File: config.mk
export PLATFORM = sky130hd
export DESIGN_NAME = boot_seq_top
export DESIGN_NICKNAME = d
export VERILOG_FILES = /design/src/rtl/boot_seq_pkg.sv /design/src/rtl/boot_seq_timer.sv /design/src/rtl/boot_seq_retry.sv /design/src/rtl/boot_seq_fsm.sv /design/src/rtl/boot_seq_top.sv
export SDC_FILE = /design/constraint.sdc
export NUM_CORES = 1
export LEC_CHECK = 0
export BUFFER_PORTS_ARGS = -buffer_cell sky130_fd_sc_hd__buf_4
export CAP_MARGIN = 0
export CORE_MARGIN = 2
export CORE_UTILIZATION = 56
export DETAILED_ROUTE_END_ITERATION = 16
export GPL_ROUTABILITY_DRIVEN = 0
export PLACE_DENSITY = 0.79
export SLEW_MARGIN = 20
export SYNTH_ARGS = -nofsm -noshare
export SYNTH_HDL_FRONTEND = slang
export SYNTH_SLANG_ARGS = --single-unit
File: constraint.sdc
create_clock -name clk -period 2.8 [get_ports clk]
set_input_delay 0.28 -clock clk [delete_from_list [all_inputs] [get_ports clk]]
set_output_delay 0.28 -clock clk [all_outputs]
set_load 0.005 [all_outputs]
File: src/rtl/boot_seq_pkg.sv
package boot_seq_pkg;

    typedef enum logic [2:0] {
        ST_IDLE  = 3'd0,
        ST_HOLD  = 3'd1,
        ST_WGPU  = 3'd2,
        ST_WLINK = 3'd3,
        ST_WHS   = 3'd4,
        ST_DONE  = 3'd5,
        ST_FAIL  = 3'd6
    } seq_state_e;

    localparam logic [7:0] CODE_NONE = 8'h00;
    localparam logic [7:0] CODE_GPU  = 8'h08;
    localparam logic [7:0] CODE_LINK = 8'h09;
    localparam logic [7:0] CODE_HS   = 8'h0A;

    typedef struct packed {
        logic gpu_rst;
        logic cpu_rst;
    } rst_ctl_t;

    // Code reported when the wait in a given state times out
    function automatic logic [7:0] stage_code(seq_state_e s);
        case (s)
            ST_WGPU:  return CODE_GPU;
            ST_WLINK: return CODE_LINK;
            ST_WHS:   return CODE_HS;
            default:  return CODE_NONE;
        endcase
    endfunction

    // Reset line levels for each state (1 = held in reset)
    function automatic rst_ctl_t reset_ctl(seq_state_e s);
        rst_ctl_t r;
        case (s)
            ST_WGPU, ST_WLINK: begin r.gpu_rst = 1'b0; r.cpu_rst = 1'b1; end
            ST_WHS, ST_DONE:   begin r.gpu_rst = 1'b0; r.cpu_rst = 1'b0; end
            default:           begin r.gpu_rst = 1'b1; r.cpu_rst = 1'b1; end
        endcase
        return r;
    endfunction

    function automatic int unsigned max2(int unsigned a, int unsigned b);
        return (a > b) ? a : b;
    endfunction

endpackage

File: src/rtl/boot_seq_timer.sv
module boot_seq_timer #(
    parameter int unsigned TW = 8
) (
    input  logic          clk,
    input  logic          rst,
    input  logic          clr,
    output logic [TW-1:0] cnt
);
    // Cycles spent in the current state; restarts on every state change
    always_ff @(posedge clk) begin
        if (rst || clr) begin
            cnt <= '0;
        end else if (cnt != {TW{1'b1}}) begin
            cnt <= cnt + 1'b1;
        end
    end
endmodule

File: src/rtl/boot_seq_retry.sv
module boot_seq_retry #(
    parameter int unsigned MAX_TRIES = 5,
    localparam int unsigned CW = $clog2(MAX_TRIES + 1)
) (
    input  logic          clk,
    input  logic          rst,
    input  logic          clr,
    input  logic          first,
    input  logic          bump,
    output logic [CW-1:0] count,
    output logic          last_try
);
    always_ff @(posedge clk) begin
        if (rst || clr) begin
            count <= '0;
        end else if (first) begin
            count <= CW'(1);
        end else if (bump && count < CW'(MAX_TRIES)) begin
            count <= count + 1'b1;
        end
    end

    assign last_try = (count == CW'(MAX_TRIES));

    // the attempt number never runs past the budget
    assert_attempt_range_R6: assert property (@(posedge clk) disable iff (rst)
        count <= CW'(MAX_TRIES));

    // every retry moves the attempt number up by exactly one
    assert_attempt_step_R6: assert property (@(posedge clk) disable iff (rst)
        (bump && !clr && !first) |=> count == $past(count) + 1'b1);
endmodule

File: src/rtl/boot_seq_fsm.sv
module boot_seq_fsm
    import boot_seq_pkg::*;
#(
    parameter int unsigned HOLD_CYC = 64,
    parameter int unsigned GPU_TMO  = 1000,
    parameter int unsigned LINK_TMO = 1000,
    parameter int unsigned HS_TMO   = 2000,
    parameter int unsigned TW       = 11
) (
    input  logic          clk,
    input  logic          rst,
    input  logic          start_i,
    input  logic          gpu_done_i,
    input  logic          link_l0_i,
    input  logic          handshake_i,
    input  logic [TW-1:0] tcnt,
    input  logic          last_try,
    output seq_state_e    state_q,
    output logic          tmr_clr,
    output logic          try_clr,
    output logic          try_first,
    output logic          try_bump,
    output logic [7:0]    code_q
);
    localparam logic [TW-1:0] LIM_HOLD = TW'(HOLD_CYC - 1);
    localparam logic [TW-1:0] LIM_GPU  = TW'(GPU_TMO - 1);
    localparam logic [TW-1:0] LIM_LINK = TW'(LINK_TMO - 1);
    localparam logic [TW-1:0] LIM_HS   = TW'(HS_TMO - 1);

    seq_state_e state_d;
    logic [7:0] code_d;
    logic       expire;
    logic       stage_fail;

    always_comb begin
        case (state_q)
            ST_HOLD:  expire = (tcnt == LIM_HOLD);
            ST_WGPU:  expire = (tcnt == LIM_GPU);
            ST_WLINK: expire = (tcnt == LIM_LINK);
            ST_WHS:   expire = (tcnt == LIM_HS);
            default:  expire = 1'b0;
        endcase
    end

    always_comb begin
        state_d    = state_q;
        code_d     = code_q;
        try_clr    = 1'b0;
        try_first  = 1'b0;
        try_bump   = 1'b0;
        stage_fail = 1'b0;
        if (!start_i) begin
            state_d = ST_IDLE;
            code_d  = CODE_NONE;
            try_clr = 1'b1;
        end else begin
            case (state_q)
                ST_IDLE: begin
                    state_d   = ST_HOLD;
                    try_first = 1'b1;
                end
                ST_HOLD:  if (expire) state_d = ST_WGPU;
                ST_WGPU: begin
                    if (gpu_done_i)  state_d = ST_WLINK;
                    else if (expire) stage_fail = 1'b1;
                end
                ST_WLINK: begin
                    if (link_l0_i)   state_d = ST_WHS;
                    else if (expire) stage_fail = 1'b1;
                end
                ST_WHS: begin
                    if (handshake_i) state_d = ST_DONE;
                    else if (expire) stage_fail = 1'b1;
                end
                default: state_d = state_q;
            endcase
            if (stage_fail) begin
                if (last_try) begin
                    state_d = ST_FAIL;
                    code_d  = stage_code(state_q);
                end else begin
                    state_d  = ST_HOLD;
                    try_bump = 1'b1;
                end
            end
        end
    end

    assign tmr_clr = (state_d != state_q);

    always_ff @(posedge clk) begin
        if (rst) begin
            state_q <= ST_IDLE;
            code_q  <= CODE_NONE;
        end else begin
            state_q <= state_d;
            code_q  <= code_d;
        end
    end

    // the graphics wait never outlives its window
    assert_gpu_window_R3: assert property (@(posedge clk) disable iff (rst)
        (state_q == ST_WGPU) |-> tcnt < TW'(GPU_TMO));

    // the link wait never outlives its window
    assert_link_window_R4: assert property (@(posedge clk) disable iff (rst)
        (state_q == ST_WLINK) |-> tcnt < TW'(LINK_TMO));

    // the handshake wait never outlives its window
    assert_hs_window_R5: assert property (@(posedge clk) disable iff (rst)
        (state_q == ST_WHS) |-> tcnt < TW'(HS_TMO));

    // a dropped start always lands in idle on the next edge
    assert_stop_to_idle_R10: assert property (@(posedge clk) disable iff (rst)
        !start_i |=> state_q == ST_IDLE);

    // the error state and its code hold while start stays high
    assert_fail_sticky_R7: assert property (@(posedge clk) disable iff (rst)
        (state_q == ST_FAIL && start_i) |=> (state_q == ST_FAIL && $stable(code_q)));
endmodule

File: src/rtl/boot_seq_top.sv
module boot_seq_top
    import boot_seq_pkg::*;
#(
    parameter int unsigned HOLD_CYC  = 64,
    parameter int unsigned GPU_TMO   = 1000,
    parameter int unsigned LINK_TMO  = 1000,
    parameter int unsigned HS_TMO    = 2000,
    parameter int unsigned MAX_TRIES = 5
) (
    input  logic                             clk,
    input  logic                             rst,
    input  logic                             start_i,
    input  logic                             gpu_done_i,
    input  logic                             link_l0_i,
    input  logic                             handshake_i,
    output logic                             gpu_rst_o,
    output logic                             cpu_rst_o,
    output logic                             success_o,
    output logic                             boot_err_o,
    output logic [7:0]                       err_code_o,
    output logic [$clog2(MAX_TRIES+1)-1:0]   attempt_o
);
    localparam int unsigned MAXLIM = max2(max2(HOLD_CYC, GPU_TMO), max2(LINK_TMO, HS_TMO));
    localparam int unsigned TW     = $clog2(MAXLIM + 1);

    seq_state_e    state_q;
    logic [TW-1:0] tcnt;
    logic          tmr_clr;
    logic          try_clr;
    logic          try_first;
    logic          try_bump;
    logic          last_try;
    rst_ctl_t      rctl;

    boot_seq_timer #(.TW(TW)) u_timer (
        .clk (clk),
        .rst (rst),
        .clr (tmr_clr),
        .cnt (tcnt)
    );

    boot_seq_retry #(.MAX_TRIES(MAX_TRIES)) u_retry (
        .clk      (clk),
        .rst      (rst),
        .clr      (try_clr),
        .first    (try_first),
        .bump     (try_bump),
        .count    (attempt_o),
        .last_try (last_try)
    );

    boot_seq_fsm #(
        .HOLD_CYC (HOLD_CYC),
        .GPU_TMO  (GPU_TMO),
        .LINK_TMO (LINK_TMO),
        .HS_TMO   (HS_TMO),
        .TW       (TW)
    ) u_fsm (
        .clk         (clk),
        .rst         (rst),
        .start_i     (start_i),
        .gpu_done_i  (gpu_done_i),
        .link_l0_i   (link_l0_i),
        .handshake_i (handshake_i),
        .tcnt        (tcnt),
        .last_try    (last_try),
        .state_q     (state_q),
        .tmr_clr     (tmr_clr),
        .try_clr     (try_clr),
        .try_first   (try_first),
        .try_bump    (try_bump),
        .code_q      (err_code_o)
    );

    assign rctl       = reset_ctl(state_q);
    assign gpu_rst_o  = rctl.gpu_rst;
    assign cpu_rst_o  = rctl.cpu_rst;
    assign success_o  = (state_q == ST_DONE);
    assign boot_err_o = (state_q == ST_FAIL);

    // the main processor is never out of reset while graphics is held
    assert_release_order_R2: assert property (@(posedge clk) disable iff (rst)
        !cpu_rst_o |-> !gpu_rst_o);

    // success holds and freezes the attempt number
    assert_success_sticky_R8: assert property (@(posedge clk) disable iff (rst)
        (success_o && start_i) |=> (success_o && $stable(attempt_o)));

    // a permanent error carries a stage code and keeps both resets asserted
    assert_err_code_R7: assert property (@(posedge clk) disable iff (rst)
        boot_err_o |-> ((err_code_o == CODE_GPU || err_code_o == CODE_LINK ||
                         err_code_o == CODE_HS) && gpu_rst_o && cpu_rst_o));

    // the error only starts once the final attempt has been used
    assert_err_on_last_R7: assert property (@(posedge clk) disable iff (rst)
        $rose(boot_err_o) |-> attempt_o == ($clog2(MAX_TRIES+1))'(MAX_TRIES));
endmodule

==> flow_summary_export.csv, run 1 <==
group,metric,value,unit
setup_path,crit_arrival,2.90,ns
synthesis,synthFlopType,"dfxtp_1",
synthesis,ys_warn_count,0,
synthesis,ys_types,51,
setup_path,critPathKind,"reg2reg",
setup_path,cp-start-kind,"flop",
drt,drt_iter0_markers,49,
timing,grt_setup_unrepaired,"no",
synthesis,synth_top_cell_by_area,"dfxtp_1",
floorplan,initial_core_util,0.574,
cts,cts_tree,"built",
floorplan,die_h,53.7,um
synthesis,ys_seq_area_frac,0.289,
global_routing,globalRouteTotalUtil,0.251,
synthesis,avgSynthCellArea,7.95,sq um
run_status,status,"finished, final reports clean",
power,ir_drop,0.000286,V
cts,cts_sinks,20,
timing,tightest_slew,0.569,ns
timing,fin_crit,2.65,ns
synthesis,yosys.area.top_type_share,0.289,
timing,fin_crit_sh,0.947,
setup_path,endpoint,"u_retry.count[2]$_SDFFE_PP0P_",
global_routing,grt_pass1_wl,5.33,mm
setup_path,r2r_setup_slack,0.15,ns
floorplan,dieWidth,53.7,um
global_routing,gr-total-overflow,0,
finish,fill_cells,205,
place,dpl.hpwl,2.54,mm
timing,fin_skew,0.00452,ns
cts,numCtsBuffers,3,
floorplan,ios,21,
power,share_comb_of_total_power,0.091,
synthesis,synth_commonest_cells,"20 x dfxtp_1, 16 x nand2_1, 15 x nor3_1",
drt,viasPerCell,6.29,
cts,root_buffer,"clkbuf_4",
floorplan,die_area,0.00288,sq mm
finish,fin_nets,207,
drt,drtAntennaViolNets,0,
place,port_buffers,15,
drt,dr_total_vias,1408,
floorplan,rows,18,
power,pwr-share-clk,0.408,
timing,setup_ws,0.147,ns
setup_path,crit_fanout,14,
finish,fin_cells,224,
cts,post_cts_buffers,0,
cts,htree_num_levels,1,
global_routing,grt_max_degree,15,
flow_run,drv_cap,0,
synthesis,synth-edff-count,0,
timing,final-max-slew-violation-count,0,
synthesis,async_reset_ff_frac,0,
synthesis,yosysMostFrequentCell,"dfxtp_1",
synthesis,synth_area,0.00138,sq mm
cts,cts_hold_buf,0,
setup_path,cp-startpoint,"u_fsm.state_q[0]$_SDFF_PP0_",
drt,drt_pre_antenna_iters,4,
power,power_density,370,mW/mm^2
global_routing,grt_pass1_vias,1205,
finish,drive_above_1_share,0.175,
timing,fin_setup_tns,0,ns
drt,drc,0,
floorplan,core,0.00241,sq mm
global_routing,antenna_found_initial,0,
setup_path,r2r_start,"u_fsm.state_q[0]$_SDFF_PP0_",
power,intPower,0.456,mW
drt,wl_per_cell,15.0,um
finish,fin_util,0.664,
power,p_leak,0.603,nW
power,netSwitchingFraction,0.229,
timing,relSlewSlack,0.618,
place,placed_cells,220,
synthesis,synth_area_leaders,"dfxtp_1 29%, ha_1 5.4%, nor3_1 5.4%",
synthesis,ys_seq_elements,20,
setup_path,cp-end-kind,"flop",
timing,setup_viol,0,
place,pre_cts_ws,0.246,ns
min_path,hold_path.class,"in2reg",
power,power_frac_seq,0.500,
cts,clock_path_buffers,2,
finish,diodes,0,
setup_path,critPathRequiredTime,3.04,ns
synthesis,syn_inst,174,
timing,finalHoldViolCount,0,
cts,cts_resized,0,
timing,timing.hold.ws,0.303,ns
power,power.switching,0.136,mW
cts,clk-insertion-delay-late,0.31,ns
setup_path,worstReg2RegEnd,"u_retry.count[2]$_SDFFE_PP0P_",
setup_path,r2r_cells,6,
timing,max_freq,377,MHz
drt,wirelength,3.36,mm
finish,syn_to_final_growth,15.6,%
cts,clkTransAtPathRegs,0.12,ns
-- worst min path at each step --
stage,start,to,slack [ns],depth (start not counted)
3_5_place_dp,u_fsm.code_q[1]$_SDFFE_PP0P_,u_fsm.code_q[1]$_SDFFE_PP0P_,0.45,2
4_1_cts,rst,u_fsm.code_q[3]$_SDFFE_PP0P_,0.29,3
6_report,rst,u_retry.count[0]$_SDFFE_PP0P_,0.30,3
3_3_place_gp,u_fsm.code_q[0]$_SDFFE_PP0P_,u_fsm.code_q[0]$_SDFFE_PP0P_,0.45,2
5_1_grt,rst,u_fsm.code_q[3]$_SDFFE_PP0P_,0.30,3
2_1_floorplan,u_fsm.code_q[0]$_SDFFE_PP0P_,u_fsm.code_q[0]$_SDFFE_PP0P_,0.45,2
-- registers in the layout, indices dropped and copies added (netlist names) --
register,count
u_retry.count,3
u_timer.cnt,11
u_fsm.state_q,3
u_fsm.code_q,3
-- routing by layer --
layer  up-vias  global-route usage  share of wire
li1        678                   -              -
met1       648               0.336           0.43
met2        67               0.386           0.46
met3        15              0.0361          0.070
met4         0               0.137          0.035
met5         -                   0              0
-- cells by family (layout without fill, tap and decap cells) --
group	Yosys count	after routing	synth area share
compound gates	38	38	0.195
flops	20	20	0.289
mux	4	4	0.0289
other cells	1	5	0.00271
buf+inv	19	35	0.0678
fa+ha+maj	6	6	0.0542
xor+xnor	8	8	0.0506
simple gates	78	78	0.311
-- power groups by stage --
stage	Sequential [mW]	Combinational [mW]	Clock [mW]
3_5_place_dp	0.302	0.0519	0
4_1_cts	0.295	0.0521	0.249
3_3_place_gp	0.301	0.0506	0
2_1_floorplan	0.299	0.0394	0
6_report	0.296	0.0541	0.242
5_1_grt	0.296	0.0603	0.260
-- metrics by stage --
step                power (mW)  instance area [sq um]
floorplan                0.338                   1400
global placement         0.352                   1540
detailed placement       0.354                   1540
CTS                      0.596                   1590
global route             0.617                   1600
finish                   0.592                   1600
-- cell type report --
type,instances,area [sq um],share of cell area
Clock buffer,3,22.5,0.0141
Sequential cell,20,400,0.250
Multi-Input combinational cell,139,913,0.571
Timing Repair Buffer,21,158,0.0986
Tap cell,30,37.5,0.0235
Clock inverter,1,30.0,0.0188
Inverter,10,37.5,0.0235
-- worst max-delay path: stages, from the launching register on --
cell and delay, ns:
dfxtp_1 0.66, nor3b_2 0.33, nand3_1 0.16, a311o_1 0.33, or4_4 0.56, or3_1 0.34, a211oi_2 0.21
-- cell usage in the layout, fill, tap and decap left out, types with 5 or more instances in the layout --
cell      n
buf_4    21
dfxtp_1  20
nand2_1  16
nor3_1   15
nor2_1   11
inv_1     9
nand3_1   8
xnor2_1   6
a31oi_1   6
ha_1      6
a21oi_1   5
conb_1    5
No activity file was read; power rests on OpenSTA's default activity.
==> run 2, diff against run 1 <==
- CORE_UTILIZATION: 56 -> 58
- CTS_BUF_LIST: not set -> sky130_fd_sc_hd__clkbuf_8
- PLACE_DENSITY: 0.79 -> 0.81
==> flow_summary_export.csv, run 2 (synthesis results as in run 1) <==
group,metric,value,unit
setup_path,critPathRequiredTime,2.98,ns
timing,max_freq,393,MHz
setup_path,cp-end-kind,"flop",
global_routing,grt_pass1_wl,5.89,mm
cts,htree_num_levels,1,
finish,finalInstanceArea,0.00161,sq mm
floorplan,initial_core_util,0.620,
timing,tightest_slew,0.596,ns
floorplan,die_area,0.00279,sq mm
finish,regMostFlops,"u_timer.cnt",
finish,fin_util,0.719,
cts,cts_hold_buf,0,
flow_run,drv_cap,0,
floorplan,ios,21,
finish,drive_above_1_share,0.179,
finish,fin_nets,208,
timing,grt_setup_unrepaired,"no",
power,ir_drop,0.000335,V
floorplan,dieWidth,52.8,um
min_path,hold_path.class,"in2reg",
drt,dr_total_vias,1371,
drt,wl_per_cell,15.1,um
finish,final_cell_mix,"22 x buf_4, 20 x dfxtp_1, 16 x nand2_1, 15 x nor3_1, 11 x nor2_1",
drt,wl_met2,1.63,mm
place,dpl.hpwl,2.54,mm
timing,relSlewSlack,0.600,
setup_path,critPathKind,"reg2reg",
cts,clk-insertion-delay-late,0.26,ns
setup_path,cp-start-kind,"flop",
drt,drc,0,
finish,ff_latch_area,400,sq um
timing,finalHoldViolCount,0,
floorplan,rows,17,
finish,diodes,0,
global_routing,globalRouteTotalUtil,0.285,
floorplan,die_h,52.8,um
global_routing,grt_max_degree,12,
setup_path,crit_fanout,8,
timing,fin_crit_sh,0.908,
finish,multi_input_area,913,sq um
cts,cts_sinks,20,
timing,fin_crit,2.54,ns
power,p_leak,0.609,nW
setup_path,crit_arrival,2.73,ns
finish,fin_cells,223,
place,placed_cells,219,
drt,wl_met1,1.50,mm
drt,drt_iter0_markers,67,
finish,final_common_cell,"buf_4",
cts,root_buffer,"clkbuf_8",
drt,drt_pre_antenna_iters,4,
cts,numCtsBuffers,3,
timing,final-max-slew-violation-count,0,
global_routing,gr-total-overflow,0,
cts,clkTransAtPathRegs,0.08,ns
finish,fill_cells,180,
timing,fin_skew,0.00307,ns
finish,largest_reg_flops,11,
cts,clock_path_buffers,2,
global_routing,antenna_found_initial,0,
power,power_density,360,mW/mm^2
global_routing,grt_pass1_vias,1303,
place,port_buffers,15,
cts,cts_tree,"built",
finish,syn_to_final_growth,16.1,%
drt,wirelength,3.37,mm
drt,drtAntennaViolNets,0,
drt,dr.max_layer_used,"met4",
timing,fin_setup_tns,0,ns
place,place_area,0.00154,sq mm
run_status,status,"finished, final reports clean",
floorplan,core,0.00223,sq mm
drt,viasPerCell,6.15,
timing,setup_viol,0,
drt,met3_length,165,um
-- run 2: final cells by class --
class | instances | area share
Tap cell | 28 | 0.0218
Sequential cell | 20 | 0.249
Clock buffer | 4 | 0.0343
Inverter | 10 | 0.0234
Timing Repair Buffer | 22 | 0.103
Multi-Input combinational cell | 139 | 0.569
-- run 2: report_power, final --
group | leakage, nW | switching [mW] | internal [mW]
combinational | 0.418 | 0.0336 | 0.0235
sequential | 0.162 | 0.00569 | 0.288
clock | 0.0288 | 0.102 | 0.125
total | 0.609 | 0.141 | 0.437
-- run 2: worst paths after layout --
path | from | to | slack (ns) | depth (start not counted)
hold / removal | rst | u_fsm.code_q[3]$_SDFFE_PP0P_ | 0.34 | 3
setup reg to reg | u_fsm.state_q[0]$_SDFF_PP0_ | u_retry.count[2]$_SDFFE_PP0P_ | 0.26 | 6
setup / recovery | u_fsm.state_q[0]$_SDFF_PP0_ | u_retry.count[2]$_SDFFE_PP0P_ | 0.26 | 6
hold reg to reg | u_fsm.code_q[0]$_SDFFE_PP0P_ | u_fsm.code_q[0]$_SDFFE_PP0P_ | 0.47 | 2
-- run 2: repair_timing --
action	in CTS	in global routing
resized for setup	0	1
setup buffers	0	0
setup endpoints to repair	0	8
-- run 2: critical path, stage by stage, from the launching register on --
cell and delay [ns]:
dfxtp_1 0.52, nor3b_2 0.32, nand3_1 0.15, a311o_1 0.33, or4_4 0.57, or3_1 0.34
a211oi_2 0.23
-- run 2: routing by layer --
metal | global-route usage | up-vias
met3 | 0.0457 | 11
met2 | 0.479 | 53
met1 | 0.364 | 636
li1 | - | 671
met4 | 0.103 | 0
met5 | 0 | -
-- run 2: metrics by stage --
stage / total power [mW] / worst slack (ns) / hold WS (ns)
after floorplan: 0.338 / 0.348 / 0.451
after global placement: 0.353 / 0.298 / 0.447
after detailed placement: 0.355 / 0.200 / 0.446
after CTS: 0.578 / 0.153 / 0.346
after global routing: 0.597 / 0.177 / 0.371
final: 0.578 / 0.257 / 0.342
